===== config.mk =====
export PLATFORM = sky130hd
export DESIGN_NAME = cpu16_core
export DESIGN_NICKNAME = d
export VERILOG_FILES = /design/src/rtl/cpu16_pkg.sv /design/src/rtl/cpu16_decode.sv /design/src/rtl/cpu16_alu.sv /design/src/rtl/cpu16_pc.sv /design/src/rtl/cpu16_core.sv
export SDC_FILE = /design/constraint.sdc
export NUM_CORES = 1
export LEC_CHECK = 0
export BUFFER_PORTS_ARGS = -buffer_cell sky130_fd_sc_hd__buf_4
export CAP_MARGIN = 10
export CORE_UTILIZATION = 25
export CTS_CLUSTER_DIAMETER = 150
export DETAILED_ROUTE_END_ITERATION = 6
export PLACE_DENSITY = 0.4
export SYNTH_ARGS = -nofsm -noshare
export SYNTH_HDL_FRONTEND = slang
export SYNTH_SLANG_ARGS = --single-unit

===== constraint.sdc =====
create_clock -name clk -period 5 [get_ports clk]
set_input_delay 0.25 -clock clk [delete_from_list [all_inputs] [get_ports clk]]
set_output_delay 0.25 -clock clk [all_outputs]
set_load 0.02 [all_outputs]

===== src/rtl/cpu16_pkg.sv =====
package cpu16_pkg;

   localparam int unsigned INSTR_W   = 16;
   localparam int unsigned IMM_W     = 15;
   localparam int unsigned KIND_BIT  = 15;
   localparam int unsigned YSEL_BIT  = 12;
   localparam int unsigned ALU_HI    = 11;
   localparam int unsigned ALU_LO    = 6;
   localparam int unsigned DST_HI    = 5;
   localparam int unsigned DST_LO    = 3;
   localparam int unsigned BR_HI     = 2;
   localparam int unsigned BR_LO     = 0;

   typedef struct packed {
      logic zx;
      logic nx;
      logic zy;
      logic ny;
      logic f_add;
      logic no;
   } alu_ctl_t;

   typedef struct packed {
      logic to_a;
      logic to_d;
      logic to_m;
   } dest_t;

   typedef struct packed {
      logic on_neg;
      logic on_zero;
      logic on_pos;
   } br_t;

   typedef struct packed {
      logic             is_comp;
      logic             y_mem;
      alu_ctl_t         alu;
      dest_t            dst;
      br_t              br;
      logic [IMM_W-1:0] imm;
   } dec_t;

endpackage


===== src/rtl/cpu16_decode.sv =====
module cpu16_decode
   import cpu16_pkg::*;
(
   input  logic [INSTR_W-1:0] instr,
   output dec_t               dec
);

   always_comb begin
      dec.is_comp = instr[KIND_BIT];
      dec.y_mem   = instr[KIND_BIT] & instr[YSEL_BIT];
      dec.alu     = alu_ctl_t'(instr[ALU_HI:ALU_LO]);
      dec.dst     = instr[KIND_BIT] ? dest_t'(instr[DST_HI:DST_LO]) : '0;
      dec.br      = instr[KIND_BIT] ? br_t'(instr[BR_HI:BR_LO]) : '0;
      dec.imm     = instr[IMM_W-1:0];
   end

endmodule


===== src/rtl/cpu16_alu.sv =====
module cpu16_alu
   import cpu16_pkg::*;
#(
   parameter int unsigned DATA_W = 16
) (
   input  logic [DATA_W-1:0] x,
   input  logic [DATA_W-1:0] y,
   input  alu_ctl_t          ctl,
   output logic [DATA_W-1:0] res,
   output logic              zero,
   output logic              neg
);

   logic [DATA_W-1:0] xc;
   logic [DATA_W-1:0] yc;
   logic [DATA_W-1:0] and_v;
   logic [DATA_W-1:0] sum_v;
   logic [DATA_W-1:0] pre;

   for (genvar i = 0; i < DATA_W; i++) begin : g_bit
      assign xc[i]    = (x[i] & ~ctl.zx) ^ ctl.nx;
      assign yc[i]    = (y[i] & ~ctl.zy) ^ ctl.ny;
      assign and_v[i] = xc[i] & yc[i];
   end

   assign sum_v = xc + yc;
   assign pre   = ctl.f_add ? sum_v : and_v;
   assign res   = ctl.no ? ~pre : pre;
   assign zero  = (res == '0);
   assign neg   = res[DATA_W-1];

endmodule


===== src/rtl/cpu16_pc.sv =====
module cpu16_pc #(
   parameter int unsigned PC_W = 15
) (
   input  logic            clk,
   input  logic            rst,
   input  logic            en,
   input  logic            load,
   input  logic [PC_W-1:0] target,
   output logic [PC_W-1:0] pc_q
);

   always_ff @(posedge clk) begin
      if (rst) begin
         pc_q <= '0;
      end else if (en) begin
         pc_q <= load ? target : pc_q + 1'b1;
      end
   end

endmodule


===== src/rtl/cpu16_core.sv =====
module cpu16_core
   import cpu16_pkg::*;
#(
   parameter int unsigned DATA_W  = 16,
   parameter int unsigned PC_W    = 15,
   parameter int unsigned DADDR_W = 14
) (
   input  logic               clk,
   input  logic               rst,
   input  logic               step_en,
   input  logic [DATA_W-1:0]  instr_i,
   output logic [PC_W-1:0]    pc_o,
   output logic [DADDR_W-1:0] dmem_addr_o,
   output logic [DATA_W-1:0]  dmem_wdata_o,
   output logic               dmem_we_o,
   input  logic [DATA_W-1:0]  dmem_rdata_i
);

   initial begin
      assert (DATA_W == INSTR_W) else $fatal(1, "DATA_W must equal the 16-bit instruction width");
      assert (PC_W >= 1 && PC_W <= IMM_W) else $fatal(1, "PC_W must fit in the immediate field");
      assert (DADDR_W >= 1 && DADDR_W <= IMM_W) else $fatal(1, "DADDR_W must fit in the immediate field");
   end

   dec_t              dec;
   logic [DATA_W-1:0] a_q;
   logic [DATA_W-1:0] d_q;
   logic [DATA_W-1:0] y_op;
   logic [DATA_W-1:0] alu_res;
   logic              alu_zero;
   logic              alu_neg;
   logic              take_br;
   logic [DATA_W-1:0] a_nxt;

   cpu16_decode u_dec (
      .instr (instr_i),
      .dec   (dec)
   );

   assign y_op = dec.y_mem ? dmem_rdata_i : a_q;

   cpu16_alu #(.DATA_W(DATA_W)) u_alu (
      .x    (d_q),
      .y    (y_op),
      .ctl  (dec.alu),
      .res  (alu_res),
      .zero (alu_zero),
      .neg  (alu_neg)
   );

   assign take_br = dec.is_comp &
                    ((dec.br.on_neg  & alu_neg) |
                     (dec.br.on_zero & alu_zero) |
                     (dec.br.on_pos  & ~alu_neg & ~alu_zero));

   always_comb begin
      if (!dec.is_comp)     a_nxt = DATA_W'(dec.imm);
      else if (dec.dst.to_a) a_nxt = alu_res;
      else                   a_nxt = a_q;
   end

   always_ff @(posedge clk) begin
      if (rst) begin
         a_q <= '0;
         d_q <= '0;
      end else if (step_en) begin
         a_q <= a_nxt;
         if (dec.is_comp && dec.dst.to_d) d_q <= alu_res;
      end
   end

   cpu16_pc #(.PC_W(PC_W)) u_pc (
      .clk    (clk),
      .rst    (rst),
      .en     (step_en),
      .load   (take_br),
      .target (a_q[PC_W-1:0]),
      .pc_q   (pc_o)
   );

   assign dmem_addr_o  = a_q[DADDR_W-1:0];
   assign dmem_wdata_o = alu_res;
   assign dmem_we_o    = step_en & dec.is_comp & dec.dst.to_m;

endmodule


; ---- Yosys cells after proc, flatten, opt, wreduce, memory -nomap -nowiden
; Index checks and enable logic that the tools add are counted.
[totals]
regBits = 47
latch_bits = 0
ram_bits = 0
mem_bits_ro = 0
input_bits = 35
out_inout_bits = 46
wordCells = 113
n_memories = 0
[classes]
addsub = 2
n_mul = 0
div_mod_pow = 0
order_cmp = 0
eq_ne = 1
shifts = 0
mux = 8
bitwise_logic = 95
n_reduce_logical = 4
[op_table]
columns = cell, n
row1 = $mux W16, 5
row2 = $and A1 B1 Y1, 56
row3 = $xor A1 B1 Y1, 32
row4 = $add A16 B16 Y16, 1
row5 = $logic_not A16 Y1, 1
row6 = $not A16 Y16, 1
row7 = $add A15 B1 Y15 const B, 1
row8 = $mux W15, 1
row9 = $mux W3, 2
row10 = $not A1 Y1, 4
row11 = $reduce_and A2 Y1, 2
row12 = $ne A2 B1 Y1 const B, 1
row13 = $or A1 B1 Y1, 2
row14 = $logic_and A1 B1 Y1, 1

; ---- Depth between registers and ports, before layout
; Gate-level depths: netlist of run 1.
[depth]
ltp_word = 14
ltp_mapped = 20
depth_no_buf = 17

; ---- Cells and area by module
; From an unflattened synthesis of run 1, not the netlist that was laid out.
[unflattened]
cells_unflattened = 603
area_unflattened_um2 = 4762.1
[by_module_without_submodules]
columns = module, n_inst, cells_per_inst, area_per_inst_um2, seq_area_each_um2
row1 = cpu16_alu, 1, 271, 1930.6, 0.0
row2 = cpu16_core, 1, 184, 1685.4, 640.6
row3 = cpu16_pc, 1, 119, 937.1, 300.3
row4 = cpu16_decode, 1, 29, 209.0, 0.0

; ---- Worst setup path after synthesis of run 1
; OpenSTA, ideal clock, no wires.
[synth_timing]
path_kind = input port to flip-flop
from = in instr_i[12]
to = reg u_pc.pc_q[1]
setup_ps = 122
arrival_time_ps = 4482
t_required_ps = 4878
slack_ps = 396
stages = 19
path_buffers = 4
path_cell_list = and2_1 clkbuf_1 clkbuf_1 nand2_1 a21oi_1 xor2_1 ha_1 clkbuf_1 a21oi_1 o21ai_0 a221oi_1 o21ai_0 a211oi_1 xnor2_1 or4_2 or3_1 buf_6 and2_4 o311a_1
[synth_between]
elab_chain_len = 14
word_cells_on_any_way = 65
cone_classes = add/sub: 1 / mux: 4 / bitwise: 59 / reduce/logical: 1
[synth_lines]
columns = item, line_no
row1 = from (decl), cpu16_core.sv:11  ; input logic [DATA_W-1:0] instr_i,
row2 = $and A1 B1 Y1 *, cpu16_decode.sv:10  ; dec.y_mem = instr[KIND_BIT] & instr[YSEL_BIT];
row3 = $mux W16 *, cpu16_core.sv:40  ; assign y_op = dec.y_mem ? dmem_rdata_i : a_q;
row4 = $and A1 B1 Y1, cpu16_alu.sv:22  ; assign yc[i] = (y[i] & ~ctl.zy) ^ ctl.ny;
row5 = $xor A1 B1 Y1, cpu16_alu.sv:22
row6 = $add A16 B16 Y16 / $and A1 B1 Y1 (equally long branches), "cpu16_alu.sv:26, cpu16_alu.sv:23"
row7 = $mux W16 *, cpu16_alu.sv:27  ; assign pre = ctl.f_add ? sum_v : and_v;
row8 = $not A16 Y16, cpu16_alu.sv:28  ; assign res = ctl.no ? ~pre : pre;
row9 = $mux W16 *, cpu16_alu.sv:28
row10 = named net dmem_wdata_o[14], cpu16_core.sv:14  ; output logic [DATA_W-1:0] dmem_wdata_o,
row11 = $logic_not A16 Y1 *, cpu16_alu.sv:29  ; assign zero = (res == '0);
row12 = $and A1 B1 Y1 / $not A1 Y1 (equally long branches), "cpu16_core.sv:53, cpu16_core.sv:54"
row13 = $or A1 B1 Y1 / $and A1 B1 Y1 (equally long branches), "cpu16_core.sv:52, cpu16_core.sv:54"
row14 = $or A1 B1 Y1 *, cpu16_core.sv:53  ; (dec.br.on_zero & alu_zero) |
row15 = $and A1 B1 Y1 *, cpu16_core.sv:51  ; assign take_br = dec.is_comp &
row16 = $mux W15 *, cpu16_pc.sv:16  ; pc_q <= load ? target : pc_q + 1'b1;
row17 = to (signal assigned), cpu16_pc.sv:16
row18 = to (decl), cpu16_pc.sv:9  ; output logic [PC_W-1:0] pc_q
; Mark *: on every way through the listed nets, which the timed path passes. The rest lies on a longest branch.
; A chain may end at the register's enable or synchronous reset.

; ---- Worst setup path in the final report of run 1
[layout_timing]
from = reg a_q[1]
to = reg u_pc.pc_q[14]
[layout_between]
elab_chain_len = 13
word_cells_on_any_way = 19
cone_classes = add/sub: 1 / mux: 4 / bitwise: 13 / reduce/logical: 1
[layout_lines]
columns = item, line_no
row1 = from (decl), cpu16_core.sv:26  ; logic [DATA_W-1:0] a_q;
row2 = from (signal assigned), cpu16_core.sv:67  ; a_q <= a_nxt;
row3 = $mux W16 *, cpu16_core.sv:40
row4 = $and A1 B1 Y1 *, cpu16_alu.sv:22
row5 = $xor A1 B1 Y1 *, cpu16_alu.sv:22
row6 = $add A16 B16 Y16 / $and A1 B1 Y1 (equally long branches), "cpu16_alu.sv:26, cpu16_alu.sv:23"
row7 = $mux W16 *, cpu16_alu.sv:27
row8 = $not A16 Y16, cpu16_alu.sv:28
row9 = $mux W16 *, cpu16_alu.sv:28
row10 = $logic_not A16 Y1 / $not A1 Y1 (equally long branches), "cpu16_alu.sv:29, cpu16_core.sv:54"
row11 = "$and A1 B1 Y1, or another cell as far along", cpu16_core.sv:53
row12 = $or A1 B1 Y1 / $and A1 B1 Y1 (equally long branches), "cpu16_core.sv:52, cpu16_core.sv:54"
row13 = $or A1 B1 Y1 *, cpu16_core.sv:53
row14 = $and A1 B1 Y1 *, cpu16_core.sv:51
row15 = $mux W15 *, cpu16_pc.sv:16
; Mark *: on every way between the ends. The rest lies on a longest branch, timed or not.

==> flow_summary.ini, run 1 <==
[synthesis]
synthMuxAreaShare = 0.03734
synth_top_family_by_area = simple AND/OR/NAND/NOR gates
synth_edf_count = 0
yosysMostFrequentCell = nand2_1
yosys.area_share.simple = 0.2570
synth_area_per_cell_um2 = 7.501
synth_fa_ha_area_frac = 0.05070
ys_types = 69
netlist_instances = 612
yosysWarnings = 0
ys_seq_area_frac = 0.2050
yosys-top-cells-count = nand2_1 (98), a21oi_1 (49), dfxtp_1 (47)
synth_flop_cell = dfxtp_1
synth_area_mm2 = 0.004591
synthArstFlopShare = 0
synth_top_cell_area_share = 0.2050
synth_nets = 665
synth_compound_area_frac = 0.2513
synth_top_cells_by_area = dfxtp_1 (20%), nand2_1 (8.0%), xnor2_1 (6.7%)
synth_xor_area_frac = 0.09921
yosysTopAreaCell = dfxtp_1
synth-seq-cells = 47

[floorplan]
fp.dieH_um = 137.5
pin_count = 81
die_area_mm2 = 0.01891
core_area_mm2 = 0.01796
std_cell_rows = 49
initial_core_util = 0.2556
fp.dieW_um = 137.5

[worst_setup_path]
critPathRequiredTime_ns = 5.21
cp_max_fo = 27
cp-start-kind = register
crit_arrival_ns = 4.85
crit_path_end_kind = register
criticalPathCategory = register to register

[timing]
fin_crit_ns = 4.632
hold_viol_final = 0
fin_setup_tns_ns = 0
fin_crit_sh = 0.9263
slew_viol_final = 0
fmax_mhz = 215.9
tightest_slew_ns = 0.8828
rsz0062_at_grt = false
skew_ns = 0.007506
worst_slack_ns = 0.3684
maxSlewHeadroom = 0.4108
setup_violations = 0

[clock_tree]
insertion_delay_ns = 0.30
cts_setup_buffers = 0
post_cts_resized = 0
cts_tree = yes
clkSlewWorstSetupHoldPaths_ns = 0.07
cts.sinks = 47
clockBufferDepth = 2
postCtsHoldBufs = 0
ctsHtreeMaxLevel = 2
numCtsBuffers = 5
root_buffer = clkbuf_16

[power]
power.total_mw = 1.608
vdd_drop_max_v = 0.0001153
power.density_mw_per_mm2 = 294.9
leakage_nw = 2.121

[final_layout]
drive_gt1_frac = 0.2100
syn2layout_area_growth_pct = 18.75
fin_nets = 714
final_cell_area_mm2 = 0.005451
final_core_util = 0.3035
n_antenna_cell = 0

[placed_design]
hpwl_um = 12020
portBuffers = 80
gp_congestion = 0.8182
pre_cts_ws_ns = 0.1115
placed_area_mm2 = 0.005278

[route]
vias_per_cell = 5.045
post-route-drc-count = 0
first_iter_violations = 213
drtPass1Iterations = 5
antenna_left = 0
wl_per_cell_um = 17.45
drt-total-wl_um = 15550
vias = 4495

[global_routing]
grt_use_total = 0.1688
antenna_found_initial = 0
grt_max_degree = 56
use_met1 = 0.2198
globalRouteOverflowTotal = 0
grt_pass1_wl_um = 24220
met3_usage = 0.02796
grt_pass1_vias = 4332
busiest_layer = met2
use_met2 = 0.2870

[worst_hold_path]
hold_path_class = input pin to register

[outcome]
status = finished clean

[flow_run]
max_cap_viol_count = 0
## registers in the layout (all words and copies together) (netlist names)
| name | flops |
|---|---|
| a_q | 16 |
| d_q | 16 |
| u_pc.pc_q | 15 |
## power breakdown
group	switching, mW	internal [mW]
combinational	0.447	0.320
clock	0.162	0.249
sequential	0.0288	0.400
## path summary, 6_finish.rpt
kind                             from                          to  slack [ns]  cells after the start
setup reg to reg  a_q[1]$_SDFFE_PP0P_  u_pc.pc_q[14]$_SDFFE_PP0P_        0.37                     15
setup / recovery  a_q[1]$_SDFFE_PP0P_  u_pc.pc_q[14]$_SDFFE_PP0P_        0.37                     15
hold / removal             instr_i[5]         a_q[5]$_SDFFE_PP0P_        0.29                      3
hold reg to reg   d_q[4]$_SDFFE_PP0P_         d_q[4]$_SDFFE_PP0P_        0.46                      2
## layout make-up
| cell class | count | area (um^2) |
|---|---|---|
| Inverter | 15 | 56.30 |
| Clock buffer | 6 | 138.9 |
| Tap cell | 229 | 286.5 |
| Clock inverter | 2 | 35.03 |
| Fill cell | 1993 | 12510 |
| Multi-Input combinational cell | 487 | 3193 |
| Timing Repair Buffer | 105 | 800.8 |
| Sequential cell | 47 | 940.9 |
## routing by layer
layer | share of wire | up-vias
li1 | - | 2264
met1 | 0.46 | 2144
met2 | 0.48 | 78
met3 | 0.043 | 9
met4 | 0.010 | 0
met5 | 0 | -
## cell families after synthesis
logic type / after synthesis
XOR/XNOR: 52
adder cells (fa/ha/maj): 18
multiplexers: 17
AO/OA/AOI/OAI: 162
AND/OR/NAND/NOR: 238
flip-flops: 47
buffers and inverters: 78
## cell usage in the layout, fill, tap and decap left out, drive strengths merged, types with 3 or more instances in the layout
cell type  instances
and3              12
and2               7
a21o              14
xor2              17
and2b              3
nor4b              4
a41oi              3
nand3             13
nor3b              7
o311ai             6
inv               15
nor3              17
xnor2             35
nor2              29
ha                17
a211oi            19
nand2             98
dfxtp             47
nand2b            18
or4                3
o211ai            20
o21a               4
o21ai             17
mux2i             16
buf              105
a21oi             49
clkbuf             6
nor2b              9
or3                6
a31oi             10
nand4              7
a2111oi            3
o31a               3
## worst max-delay path, cell delays in order, from the launching register on
cell	delay (ns)
dfxtp_1	0.42
nand2_1	0.07
a21oi_1	0.18
xor2_1	0.24
ha_1	0.28
a211oi_1	0.47
o21ai_1	0.28
a2111o_1	0.44
a41oi_2	0.29
and3_2	0.23
mux2i_1	0.07
or4_4	0.53
or3_1	0.44
buf_12	0.20
a21o_2	0.21
a41oi_1	0.20
## stage by stage
| stage | cells | hold slack [ns] |
|---|---|---|
| after floorplan | 612 | 0.4251 |
| after global placement | 883 | 0.4428 |
| after detailed placement | 883 | 0.4509 |
| after CTS | 891 | 0.2777 |
| after global routing | 891 | 0.2816 |
| final | 891 | 0.2866 |
Power figures use the tool's default switching activity.
==> inputs of run 2 (changes only) <==
Settings changed: ABC_AREA set to 1, SLEW_MARGIN set to 5.
==> run 2 against run 1 <==
Setup slack improved by 0.53 ns; sequential power hardly changed; area after synthesis increased by 2.7%; wire length is 3.1% higher; via count up 7.1%; synthesized cell count increased by 31%; sequential cell count is the same; final area up 1.7%; clock power rose by 8.5%; critical path type is now input pin to register; critical endpoint unchanged; highest routed layer unchanged.
==> flow_summary.ini, run 2 <==
[timing]
skew_ns = 0.004791
fmax_mhz = 243.9
maxSlewHeadroom = 0.2652
setup_violations = 0
fin_crit_sh = 0.8199
fin_crit_ns = 4.100
hold_viol_final = 0
tightest_slew_ns = 1.099
slew_viol_final = 0
fin_setup_tns_ns = 0
rsz0062_at_grt = false

[clock_tree]
numCtsBuffers = 5
postCtsHoldBufs = 0
cts_setup_buffers = 0
cts_tree = yes
clkSlewWorstSetupHoldPaths_ns = 0.07
insertion_delay_ns = 0.29
cts.sinks = 47
clockBufferDepth = 2
post_cts_resized = 0
root_buffer = clkbuf_16
ctsHtreeMaxLevel = 2

[power]
vdd_drop_max_v = 0.0001289
leakage_nw = 2.766
power.density_mw_per_mm2 = 288.4

[synthesis]
netlist_instances = 800
synth_edf_count = 0
synthArstFlopShare = 0
yosysTopAreaCell = dfxtp_1
synth_area_per_cell_um2 = 5.893
synth_top_cells_by_area = dfxtp_1 (20%), nand2_1 (17%), inv_1 (11%)
yosys-top-cells-count = nand2_1 (213), inv_1 (136), nand3_1 (75)
ys_types = 35
synth_top_cell_area_share = 0.1996
synth_flop_cell = dfxtp_1
synth_area_mm2 = 0.004715
synth_nets = 853
ys_seq_area_frac = 0.1996
synth-seq-cells = 47
yosysWarnings = 0
yosysMostFrequentCell = nand2_1

[worst_setup_path]
criticalPathCategory = input pin to register
cp_max_fo = 32
critPathRequiredTime_ns = 5.16
rrSetupSlack_ns = 0.99
cp-start-kind = input pin
crit_path_end_kind = register
crit_arrival_ns = 4.26

[final_layout]
final_common_cell = nand2_1
layout_common_cells = nand2_1 (213), inv_1 (136), buf_4 (83)
fill_cells = 2071
n_antenna_cell = 0
fin_nets = 891
reg_top3 = a_q x16, d_q x16, u_pc.pc_q x15
multi_input_area_mm2 = 0.002965
syn2layout_area_growth_pct = 17.62
seq_area_um2 = 940.9
layoutNonFillerInstCount = 1068
drive_gt1_frac = 0.1418
final_core_util = 0.3045

[floorplan]
fp.dieW_um = 139.3
fp.dieH_um = 139.3
pin_count = 81
std_cell_rows = 49
die_area_mm2 = 0.01941
core_area_mm2 = 0.01821
initial_core_util = 0.2589

[route]
vias = 4814
drtPass1Iterations = 4
antenna_left = 0
vias_per_cell = 4.507
post-route-drc-count = 0
first_iter_violations = 227
drt-total-wl_um = 16030
wl_per_cell_um = 15.01

[global_routing]
grt_max_degree = 48
globalRouteOverflowTotal = 0
antenna_found_initial = 0
grt_use_total = 0.1671
grt_pass1_wl_um = 25670
grt_pass1_vias = 4564

[worst_hold_path]
hold_path_class = input pin to register

[flow_run]
max_cap_viol_count = 0

[placed_design]
place_inst = 1060
gp_congestion = 0.8417
hpwl_um = 12520
portBuffers = 80

[outcome]
status = finished clean
## run 2: routing by layer
layer / routed length [um] / vias up / track usage
met5: 0 / - / 0
met4: 139 / 0 / 0.02632
met3: 532 / 10 / 0.02306
met2: 7265 / 87 / 0.2719
met1: 8089 / 2124 / 0.2363
li1: - / 2593 / -
## run 2: cell type report
cell class,instances,area share
multi-input combinational,557,0.5347
tap,229,0.05167
sequential,47,0.1697
clock inverter,2,0.01083
clock buffer,6,0.02324
inverter,144,0.09747
timing repair buffer,83,0.1124
## run 2: final timing paths
check,start,to,cells past startpoint
setup / recovery,instr_i[15],u_pc.pc_q[14]$_SDFFE_PP0P_,25
hold reg to reg,a_q[15]$_SDFFE_PP0P_,a_q[15]$_SDFFE_PP0P_,2
setup reg to reg,a_q[0]$_SDFFE_PP0P_,u_pc.pc_q[14]$_SDFFE_PP0P_,23
hold / removal,instr_i[5],a_q[5]$_SDFFE_PP0P_,3
## run 2: cells by family (layout without fill, tap and decap cells)
group           after synthesis  after routing  synth area share
buf+inv                     196            235            0.1722
xor+xnor                     50             50           0.09289
simple gates                355            355            0.3309
flops                        47             47            0.1996
compound gates              134            134            0.1550
fa+ha+maj                    18             18           0.04936
## run 2: critical path: stages
cell     delay [ns]
buf_4          0.22
nand2_1        0.08
buf_4          0.23
a21oi_1        0.15
o21ai_0        0.11
xor2_1         0.21
ha_1           0.22
inv_1          0.07
fa_1           0.39
inv_1          0.13
nand2_1        0.06
nand2_1        0.08
o21ai_0        0.08
nand2_1        0.09
nand2_1        0.18
nor2_1         0.15
nand3_1        0.08
nor2_1         0.09
nand2_1        0.08
nor2_2         0.20
nand4_2        0.45
nand3_4        0.39
nand2_1        0.09
nand3_1        0.08
a21oi_1        0.06
## run 2: stage by stage
stage	hold slack [ns]	cell area (um^2)	setup WS, ns	total power [mW]
after global placement	0.4620	5356	0.6042	1.175
after detailed placement	0.4598	5356	0.6294	1.168
after CTS	0.2692	5545	0.9177	1.623
final	0.2701	5545	0.9003	1.599
after floorplan	0.4183	4715	1.365	0.9451
after global routing	0.2645	5545	0.4663	1.718
## run 2: power breakdown
| group | switching (mW) | internal, mW | leakage, nW |
|---|---|---|---|
| registers | 0.0271 | 0.402 | 0.385 |
| clock network | 0.160 | 0.287 | 0.0911 |
| logic | 0.466 | 0.256 | 2.29 |
